[src/rtl/tps_pkg.sv]
package tps_pkg;

   localparam int NOPS = 6;
   localparam int OP_A = 0;
   localparam int OP_B = 1;
   localparam int OP_C = 2;
   localparam int OP_D = 3;
   localparam int OP_E = 4;
   localparam int OP_F = 5;

   typedef enum logic [2:0] {
      ST_IDLE = 3'd0,
      ST_AB   = 3'd1,
      ST_CD   = 3'd2,
      ST_SUM1 = 3'd3,
      ST_EF   = 3'd4,
      ST_SUM2 = 3'd5
   } step_e;

   function automatic int acc_width(input int w);
      return 2 * w + 2;
   endfunction

endpackage

[src/rtl/tps_capture.sv]
module tps_capture
   import tps_pkg::*;
#(
   parameter int W           = 8,
   parameter bit CLEAR_RESET = 1'b1
) (
   input  logic                      clk,
   input  logic                      rst,
   input  logic                      load,
   input  logic [NOPS-1:0][W-1:0]    ops_in,
   output logic [NOPS-1:0][W-1:0]    ops_held
);

   for (genvar g = 0; g < NOPS; g++) begin : g_op
      if (CLEAR_RESET) begin : g_clr
         always_ff @(posedge clk) begin
            if (rst)
               ops_held[g] <= '0;
            else if (load)
               ops_held[g] <= ops_in[g];
         end
      end else begin : g_noclr
         always_ff @(posedge clk) begin
            if (load)
               ops_held[g] <= ops_in[g];
         end
      end
   end


   capture_stable_chk: assert property (@(posedge clk) disable iff (rst)
      !load |=> $stable(ops_held));

endmodule

[src/rtl/tps_seq.sv]
module tps_seq
   import tps_pkg::*;
(
   input  logic  clk,
   input  logic  rst,
   input  logic  in_valid,
   output logic  in_ready,
   output logic  accept,
   output logic  done,
   output step_e step
);

   assign in_ready = (step == ST_IDLE);
   assign accept   = in_ready & in_valid;
   assign done     = (step == ST_SUM2);

   always_ff @(posedge clk) begin
      if (rst) begin
         step <= ST_IDLE;
      end else begin
         unique case (step)
            ST_IDLE: if (in_valid) step <= ST_AB;
            ST_AB:   step <= ST_CD;
            ST_CD:   step <= ST_SUM1;
            ST_SUM1: step <= ST_EF;
            ST_EF:   step <= ST_SUM2;
            ST_SUM2: step <= ST_IDLE;
            default: step <= ST_IDLE;
         endcase
      end
   end


   ab_then_cd_chk: assert property (@(posedge clk) disable iff (rst)
      (step == ST_AB) |=> (step == ST_CD));

   cd_then_sum_chk: assert property (@(posedge clk) disable iff (rst)
      (step == ST_CD) |=> (step == ST_SUM1));

   sum_then_ef_chk: assert property (@(posedge clk) disable iff (rst)
      (step == ST_SUM1) |=> (step == ST_EF));

   ef_then_final_chk: assert property (@(posedge clk) disable iff (rst)
      (step == ST_EF) |=> (step == ST_SUM2));

   final_then_idle_chk: assert property (@(posedge clk) disable iff (rst)
      (step == ST_SUM2) |=> (step == ST_IDLE));

   idle_hold_chk: assert property (@(posedge clk) disable iff (rst)
      (step == ST_IDLE && !in_valid) |=> (step == ST_IDLE));

endmodule

[src/rtl/tps_opsel.sv]
module tps_opsel
   import tps_pkg::*;
#(
   parameter int W = 8
) (
   input  step_e                   step,
   input  logic [NOPS-1:0][W-1:0]  ops,
   output logic [W-1:0]            mul_x,
   output logic [W-1:0]            mul_y
);

   always_comb begin
      mul_x = '0;
      mul_y = '0;
      unique case (step)
         ST_AB: begin
            mul_x = ops[OP_A];
            mul_y = ops[OP_B];
         end
         ST_CD: begin
            mul_x = ops[OP_C];
            mul_y = ops[OP_D];
         end
         ST_EF: begin
            mul_x = ops[OP_E];
            mul_y = ops[OP_F];
         end
         default: begin
            mul_x = '0;
            mul_y = '0;
         end
      endcase
   end

endmodule

[src/rtl/tps_arith.sv]
module tps_arith
   import tps_pkg::*;
#(
   parameter int W     = 8,
   localparam int ACC_W = acc_width(W)
) (
   input  logic             clk,
   input  logic             rst,
   input  step_e            step,
   input  logic [W-1:0]     mul_x,
   input  logic [W-1:0]     mul_y,
   output logic [ACC_W-1:0] sum
);

   localparam int PROD_W = 2 * W;

   logic [PROD_W-1:0] prod;
   logic [ACC_W-1:0]  prod_ext;
   logic [ACC_W-1:0]  t1;
   logic [ACC_W-1:0]  t2;

   assign prod     = {{W{1'b0}}, mul_x} * {{W{1'b0}}, mul_y};
   assign prod_ext = {{(ACC_W-PROD_W){1'b0}}, prod};
   assign sum      = t1 + t2;

   always_ff @(posedge clk) begin
      if (rst) begin
         t1 <= '0;
      end else begin
         unique case (step)
            ST_AB:   t1 <= prod_ext;
            ST_SUM1: t1 <= sum;
            default: t1 <= t1;
         endcase
      end
   end

   always_ff @(posedge clk) begin
      if (rst) begin
         t2 <= '0;
      end else begin
         unique case (step)
            ST_CD:   t2 <= prod_ext;
            ST_EF:   t2 <= prod_ext;
            default: t2 <= t2;
         endcase
      end
   end


   sum_nowrap_chk: assert property (@(posedge clk) disable iff (rst)
      (step == ST_SUM1 || step == ST_SUM2) |-> (sum >= t1 && sum >= t2));

   partial_kept_chk: assert property (@(posedge clk) disable iff (rst)
      (step == ST_SUM1) |=> (t1 == $past(sum)));

endmodule

[src/rtl/tri_prod_sum.sv]
module tri_prod_sum
   import tps_pkg::*;
#(
   parameter int W           = 8,
   parameter bit CLEAR_RESET = 1'b1
) (
   input  logic           clk,
   input  logic           rst,
   input  logic           in_valid,
   output logic           in_ready,
   input  logic [W-1:0]   in_a,
   input  logic [W-1:0]   in_b,
   input  logic [W-1:0]   in_c,
   input  logic [W-1:0]   in_d,
   input  logic [W-1:0]   in_e,
   input  logic [W-1:0]   in_f,
   output logic           out_valid,
   output logic [2*W+1:0] out_q
);

   localparam int ACC_W = acc_width(W);

   initial begin
      width_range_chk: assert (W >= 1 && W <= 32)
         else $error("tri_prod_sum: W out of range");
   end

   logic                     accept;
   logic                     done;
   step_e                    step;
   logic [NOPS-1:0][W-1:0]   ops_in;
   logic [NOPS-1:0][W-1:0]   ops_held;
   logic [W-1:0]             mul_x;
   logic [W-1:0]             mul_y;
   logic [ACC_W-1:0]         sum;

   assign ops_in = {in_f, in_e, in_d, in_c, in_b, in_a};

   tps_seq u_seq (
      .clk      (clk),
      .rst      (rst),
      .in_valid (in_valid),
      .in_ready (in_ready),
      .accept   (accept),
      .done     (done),
      .step     (step)
   );

   tps_capture #(.W(W), .CLEAR_RESET(CLEAR_RESET)) u_cap (
      .clk      (clk),
      .rst      (rst),
      .load     (accept),
      .ops_in   (ops_in),
      .ops_held (ops_held)
   );

   tps_opsel #(.W(W)) u_sel (
      .step  (step),
      .ops   (ops_held),
      .mul_x (mul_x),
      .mul_y (mul_y)
   );

   tps_arith #(.W(W)) u_arith (
      .clk   (clk),
      .rst   (rst),
      .step  (step),
      .mul_x (mul_x),
      .mul_y (mul_y),
      .sum   (sum)
   );

   always_ff @(posedge clk) begin
      if (rst) begin
         out_valid <= 1'b0;
         out_q     <= '0;
      end else begin
         out_valid <= done;
         if (done)
            out_q <= sum;
      end
   end


   pulse_once_chk: assert property (@(posedge clk) disable iff (rst)
      out_valid |=> !out_valid);

   latency_chk: assert property (@(posedge clk) disable iff (rst)
      out_valid |-> $past(accept, 6));

   busy_after_accept_chk: assert property (@(posedge clk) disable iff (rst)
      accept |=> !in_ready);

   hold_q_chk: assert property (@(posedge clk) disable iff (rst)
      !out_valid |-> $stable(out_q));

endmodule

[config.mk]
export PLATFORM = sky130hd
export DESIGN_NAME = tri_prod_sum
export DESIGN_NICKNAME = d
export VERILOG_FILES = /design/src/rtl/tps_pkg.sv /design/src/rtl/tps_capture.sv /design/src/rtl/tps_seq.sv /design/src/rtl/tps_opsel.sv /design/src/rtl/tps_arith.sv /design/src/rtl/tri_prod_sum.sv
export SDC_FILE = /design/constraint.sdc
export NUM_CORES = 1
export LEC_CHECK = 0
export ABC_AREA = 1
export CORE_MARGIN = 4
export CORE_UTILIZATION = 40
export CTS_CLUSTER_SIZE = 16
export DETAILED_ROUTE_END_ITERATION = 16
export DONT_BUFFER_PORTS = 1
export MAX_ROUTING_LAYER = met4
export PLACE_DENSITY = 0.64
export SLEW_MARGIN = 25
export SYNTH_ARGS = -nofsm -noshare
export SYNTH_HDL_FRONTEND = slang
export SYNTH_SLANG_ARGS = --single-unit
[constraint.sdc]
create_clock -name clk -period 4.3 [get_ports clk]
set_clock_uncertainty 0.15 [all_clocks]
set_input_delay 0.86 -clock clk [delete_from_list [all_inputs] [get_ports clk]]
set_output_delay 0.86 -clock clk [all_outputs]
set_load 0.005 [all_outputs]
==> After elaboration in Yosys (flattened, before gate mapping) <==
Index checks and enable logic that the tools add are counted.
Widths: inputs -> output; s select.
{ "word_totals": {"register_bits": 104, "input_bits": 51} }
{ "classes": {"add_sub_neg": 1, "mul": 1, "eq_ne": 6, "n_mux": 5, "bitwise": 1, "reduce_logical": 3} }
{ "ops": {"columns": ["op", "count"], "rows": [
  ["$pmux 8 s3", 2],
  ["$pmux 18 s2", 1],
  ["$add 18x16->18", 1],
  ["$mul 8x8->16", 1],
  ["$pmux 3 s5", 1],
  ["$eq 3x2->1 const B", 2],
  ["$eq 3x3->1 const B", 2],
  ["$eq 3x1->1 const B", 1],
  ["$logic_not 3->1", 1],
  ["$mux 3", 1],
  ["$ne 2x2->1 const B", 1],
  ["$reduce_bool 2->1", 1],
  ["$reduce_or 2->1", 1],
  ["$and 1x1->1", 1]
]} }

==> Logic depth before layout (Yosys ltp) <==
{ "depth": {"ltp_word": 4, "depth_mapped": 28, "ltp_nobuf": 27} }

==> Cells and area by module <==
From an unflattened synthesis, not the netlist that was laid out.
{ "unflattened": {"cells_unflattened": 1286, "area_unflattened_um2": 8410.6} }
{ "by_module_without_submodules": {"columns": ["mod", "instances", "cells_per_inst", "area_each_um2", "seq_area_each_um2"], "rows": [
  ["tps_arith", 1, 761, 4820.9, 680.7],
  ["tps_capture", 1, 305, 1976.9, 960.9],
  ["tri_prod_sum", 1, 117, 843.3, 380.4],
  ["tps_opsel", 1, 80, 616.8, 0.0],
  ["tps_seq", 1, 23, 152.6, 60.1]
]} }

==> Least setup slack after synthesis <==
No wires, ideal clock.
{ "synth_timing": {"kind": "reg-to-reg", "from": "register u_seq.step[2]", "to": "register u_arith.t1[10]", "setup_ps": 57, "arrival_time_ps": 4456, "t_required_ps": 4093, "setup_slack_ps": -362, "path_stages_with_launch": 26, "n_path_buf": 1, "synth_period_minus_slack_ps": 4662, "path_cell_list": "dfxtp_1 inv_2 nand3_1 buf_2 o221ai_2 nand2_1 inv_1 fa_1 inv_1 fa_1 inv_1 fa_1 inv_1 fa_1 inv_1 ha_1 nand2_1 nand2_1 nand2_1 nand2_1 a21oi_1 xnor2_1 nand2_1 nand3_1 nand2_1 inv_1"} }
{ "synth_between": {"elab_chain_len": 4, "word_cells_on_any_way": 9, "classes_between": "mul: 1; eq/ne: 4; mux: 3; reduce/logical: 1"} }
{ "synth_rtl": {"columns": ["element", "line", "source"], "rows": [
  ["from (decl)", "tps_seq.sv:10", "output step_e step"],
  ["from (signal assigned)", "tps_seq.sv:19", "step <= ST_IDLE;"],
  ["from (signal assigned)", "tps_seq.sv:22", "ST_IDLE: if (in_valid) step <= ST_AB;"],
  ["from (signal assigned)", "tps_seq.sv:23", "ST_AB: step <= ST_CD;"],
  ["$eq 3x3->1, or another cell as far along", "tps_opsel.sv:15", "unique case (step)"],
  ["$pmux 8 s3", "tps_opsel.sv:15", null],
  ["$mul 8x8->16", "tps_arith.sv:22", "assign prod = {{W{1'b0}}, mul_x} * {{W{1'b0}}, mul_y};"],
  ["$pmux 18 s2", "tps_arith.sv:30", "unique case (step)"],
  ["to (signal assigned)", "tps_arith.sv:31", "ST_AB: t1 <= prod_ext;"],
  ["to (signal assigned)", "tps_arith.sv:32", "ST_SUM1: t1 <= sum;"],
  ["to (signal assigned)", "tps_arith.sv:33", "default: t1 <= t1;"],
  ["to (decl)", "tps_arith.sv:19", "logic [ACC_W-1:0] t1;"]
]} }
Several ways; a longest one is shown, not always the timed one.
A chain may end at the register's enable or synchronous reset.

==> Worst setup path in the final report <==
{ "layout_timing": {"from": "register u_seq.step[0]", "to": "register u_arith.t2[14]"} }
{ "layout_between": {"elab_chain_len": 3, "word_cells_on_any_way": 7, "classes_between": "mul: 1; eq/ne: 3; mux: 2; reduce/logical: 1"} }
{ "layout_rtl": {"columns": ["element", "line", "source"], "rows": [
  ["$eq 3x3->1, or another cell as far along", "tps_opsel.sv:15, tps_arith.sv:42", null],
  ["$pmux 8 s3", "tps_opsel.sv:15", null],
  ["$mul 8x8->16", "tps_arith.sv:22", null],
  ["to (signal assigned)", "tps_arith.sv:43", "ST_CD: t2 <= prod_ext;"],
  ["to (signal assigned)", "tps_arith.sv:44", "ST_EF: t2 <= prod_ext;"],
  ["to (signal assigned)", "tps_arith.sv:45", "default: t2 <= t2;"],
  ["to (decl)", "tps_arith.sv:20", "logic [ACC_W-1:0] t2;"]
]} }
Several ways; a longest one is shown, not always the timed one.

==> flow_summary.ini <==
[critical_path]
crit_type = flip-flop to flip-flop
endpoint = u_arith.t2[14]$_SDFFE_PP0P_
ff2ff_setup_slack_ns = -0.41
worst-r2r-cell-count = 24
required_ns = 4.40
crit_start = u_seq.step[0]$_SDFFE_PP0P_
crit_path_end_kind = flip-flop
critPathMaxFanout = 5
r2r_start = u_seq.step[0]$_SDFFE_PP0P_
timing.rr.end = u_arith.t2[14]$_SDFFE_PP0P_
worstPathArrival_ns = 4.81
start_kind = flip-flop

[timing]
post-route-min-period_ns = 4.712
drv_slew = 0
rsz0062_at_grt = true
hold_viol = 0
fmax_mhz = 212.2
worst_pin_slew_ns = 0.8391
setup_violations = 20
maxSlewHeadroom_pct = 43.92
setup_slack_ns = -0.4118
fin_tns_setup_ns = -5.848
post-route-period-util_pct = 109.6

[synthesis]
yosysSeqAreaShare_pct = 27.53
async_flop_share_pct = 0
syn-num-nets = 1232
synth_area_per_cell_sq_um = 6.926
synth_seq_cells = 104
ys_warn_count = 0
ys_types = 33
synthCells = 1092
synth_ff_type = dfxtp_1
synth_area_sq_mm = 0.007564
synth_edf_count = 0

[global_route]
gr-total-overflow = 0
grt_antenna_before_repair = 0
grt_pass1_wl_um = 32180
grt_pass1_vias = 6632
grt_start_max_net_pins = 81
grtUsageTotal_pct = 18.70

[placed_design]
port_buffers = 0
placed_cell_area_sq_mm = 0.008312
dpl.hpwl_um = 14630
preCtsSetupSlack_ns = -0.3791
gp_congestion = 0.9696

[power_and_ir_drop]
power_mw = 3.095
switchingPower_mw = 1.120
p_leak_nw = 4.914
cellPowerDensity_mw_per_mm2 = 332.4
p_int_mw = 1.975
pwr-share-clk_pct = 27.3
combinationalPowerShare_pct = 34.3
switching_share_pct = 36.20
peakVddDrop_v = 0.0001938
p_seq_share_pct = 38.4

[finish]
final_cell_mix = nand2_1, inv_1, dfxtp_1, a21oi_1, buf_4
synthToLayoutAreaGrowth_pct = 23.11
diodes = 0
layout.nets = 1280
drive_gt1_share_pct = 19.74
fin_area_sq_mm = 0.009311
final_common_cell = nand2_1
final_core_util_pct = 49.95

[routing]
drcViolationCount = 0
via_per_inst = 4.975
postRouteAntennaNets = 0
wl_per_cell_um = 14.24
initialDrtViolationCount = 266
vias = 6861
routed_wl_um = 19630
drt_pass1_iterations = 4

[worst_hold_path]
hold_path.class = flip-flop to flip-flop

[run_status]
violations = negative setup slack
status = finished with violations

[clocking]
cts_tree = yes
holdBufCountCts = 0
clk_pin_slew_ns = 0.08
clock_latency_ns = 0.36
cts_sinks = 104
cts_buffers = 9
htreeDepth = 3
root_buffer = clkbuf_16
cts_buffer_depth = 2

[die]
die_y_um = 145.5
ios = 71
start_util_pct = 40.57
die_x_um = 145.5
coreArea_sq_mm = 0.01864
rows = 50
dieArea_sq_mm = 0.02117

[run]
maxCapViolations = 0
==> cells in the mapped netlist, types with 2 or more instances <==
cell,count,area [sq um]
nand3_1,58,290.3
nor2_1,40,150.1
nand2_1,306,1149
o21bai_1,9,67.56
o211ai_1,14,105.1
xnor2_1,6,52.55
o21a_1,2,15.01
o21ai_0,52,260.3
dfxtp_1,104,2082
buf_4,2,15.01
inv_2,4,15.01
nand4_1,6,37.54
fa_1,37,740.7
clkbuf_1,21,78.83
nor3_1,7,35.03
nand3b_1,5,37.54
a21oi_1,74,370.4
o221ai_2,13,195.2
a31oi_1,8,50.05
xor2_1,8,70.07
or2_2,3,18.77
ha_1,52,650.6
clkinv_1,4,15.01
inv_1,237,889.6
buf_2,11,55.05
o221ai_4,2,52.55
==> kinds of logic (layout without fill, tap and decap cells) <==
group / count (synthesis) / count (layout) / synth area share, %
AND/OR/NAND/NOR: 428 / 428 / 23.11
XOR/XNOR: 14 / 14 / 1.621
flip-flops: 104 / 104 / 27.53
adder cells (fa/ha/maj): 89 / 89 / 18.40
AO/OA/AOI/OAI: 177 / 177 / 15.07
buffers and inverters: 280 / 333 / 14.28
==> registers in the layout, indices dropped and copies added (netlist names) <==
signal / flops
u_cap.ops_held: 48
u_arith.t2: 16
u_arith.t1: 18
out_q: 18
u_seq.step: 3
out_valid: 1
==> layout make-up <==
class	instances	area, sq um
Tap cell	234	292.8
Sequential cell	104	2093
Fill cell	1780	9331
Multi-Input combinational cell	708	5051
Inverter	245	937.1
Timing Repair Buffer	72	639.4
Clock inverter	4	51.30
Clock buffer	12	246.5
==> metal layers <==
metal / wire length, um / track usage [%] / up-vias
met2: 9216 / 29.38 / 145
met4: 444 / 5.318 / 0
met5: 0 / - / -
met3: 856 / 3.644 / 34
li1: - / - / 3497
met1: 9116 / 24.72 / 3185
==> power by group through the flow <==
stage	logic [mW]	registers (mW)	clock network, mW
after floorplan	0.682	1.18	0
after global placement	0.936	1.20	0
after detailed placement	0.944	1.20	0
after CTS	1.02	1.18	0.869
after global routing	1.18	1.20	0.903
final	1.06	1.19	0.844
==> stage by stage <==
stage | hold slack (ns) | cells
5_1_grt | 0.3455 | 1379
3_3_place_gp | 0.2990 | 1341
3_5_place_dp | 0.3014 | 1341
6_report | 0.3235 | 1379
2_1_floorplan | 0.2794 | 1092
4_1_cts | 0.3235 | 1365
==> repair_timing <==
action                     in CTS  in global routing
gates resized for setup        54                 85
setup endpoints to repair      21                 21
pin swaps                      29                 57
gates cloned                    1                  0
buffers inserted                7                 15
==> worst max-delay path: stages (launching register included) <==
cell and delay (ns):
dfxtp_4 0.37, inv_4 0.08, nand3_4 0.12, buf_12 0.17, o221ai_4 0.26, buf_4 0.17, nand2_2 0.05, fa_1 0.48
fa_1 0.50, inv_1 0.05, fa_1 0.48, inv_1 0.05, fa_1 0.50, inv_2 0.05, ha_4 0.27, nand2_2 0.07
nand2_2 0.07, nand2_2 0.07, nand2_2 0.06, nand2_2 0.08, nand4_1 0.15, nand2_1 0.11, nand2_1 0.05, o211ai_1 0.11
inv_1 0.06
==> worst min-delay path by stage <==
stage,from,endpoint,slack (ns),cells after the start
after floorplan,u_cap.ops_held[25]$_SDFFE_PP0P_,u_cap.ops_held[25]$_SDFFE_PP0P_,0.28,2
after global placement,u_cap.ops_held[11]$_SDFFE_PP0P_,u_cap.ops_held[11]$_SDFFE_PP0P_,0.30,2
after detailed placement,u_cap.ops_held[11]$_SDFFE_PP0P_,u_cap.ops_held[11]$_SDFFE_PP0P_,0.30,2
after CTS,u_cap.ops_held[41]$_SDFFE_PP0P_,u_cap.ops_held[41]$_SDFFE_PP0P_,0.32,2
after global routing,u_cap.ops_held[14]$_SDFFE_PP0P_,u_cap.ops_held[14]$_SDFFE_PP0P_,0.35,2
final,u_cap.ops_held[14]$_SDFFE_PP0P_,u_cap.ops_held[14]$_SDFFE_PP0P_,0.32,2
(Power assumes the default switching activity.)
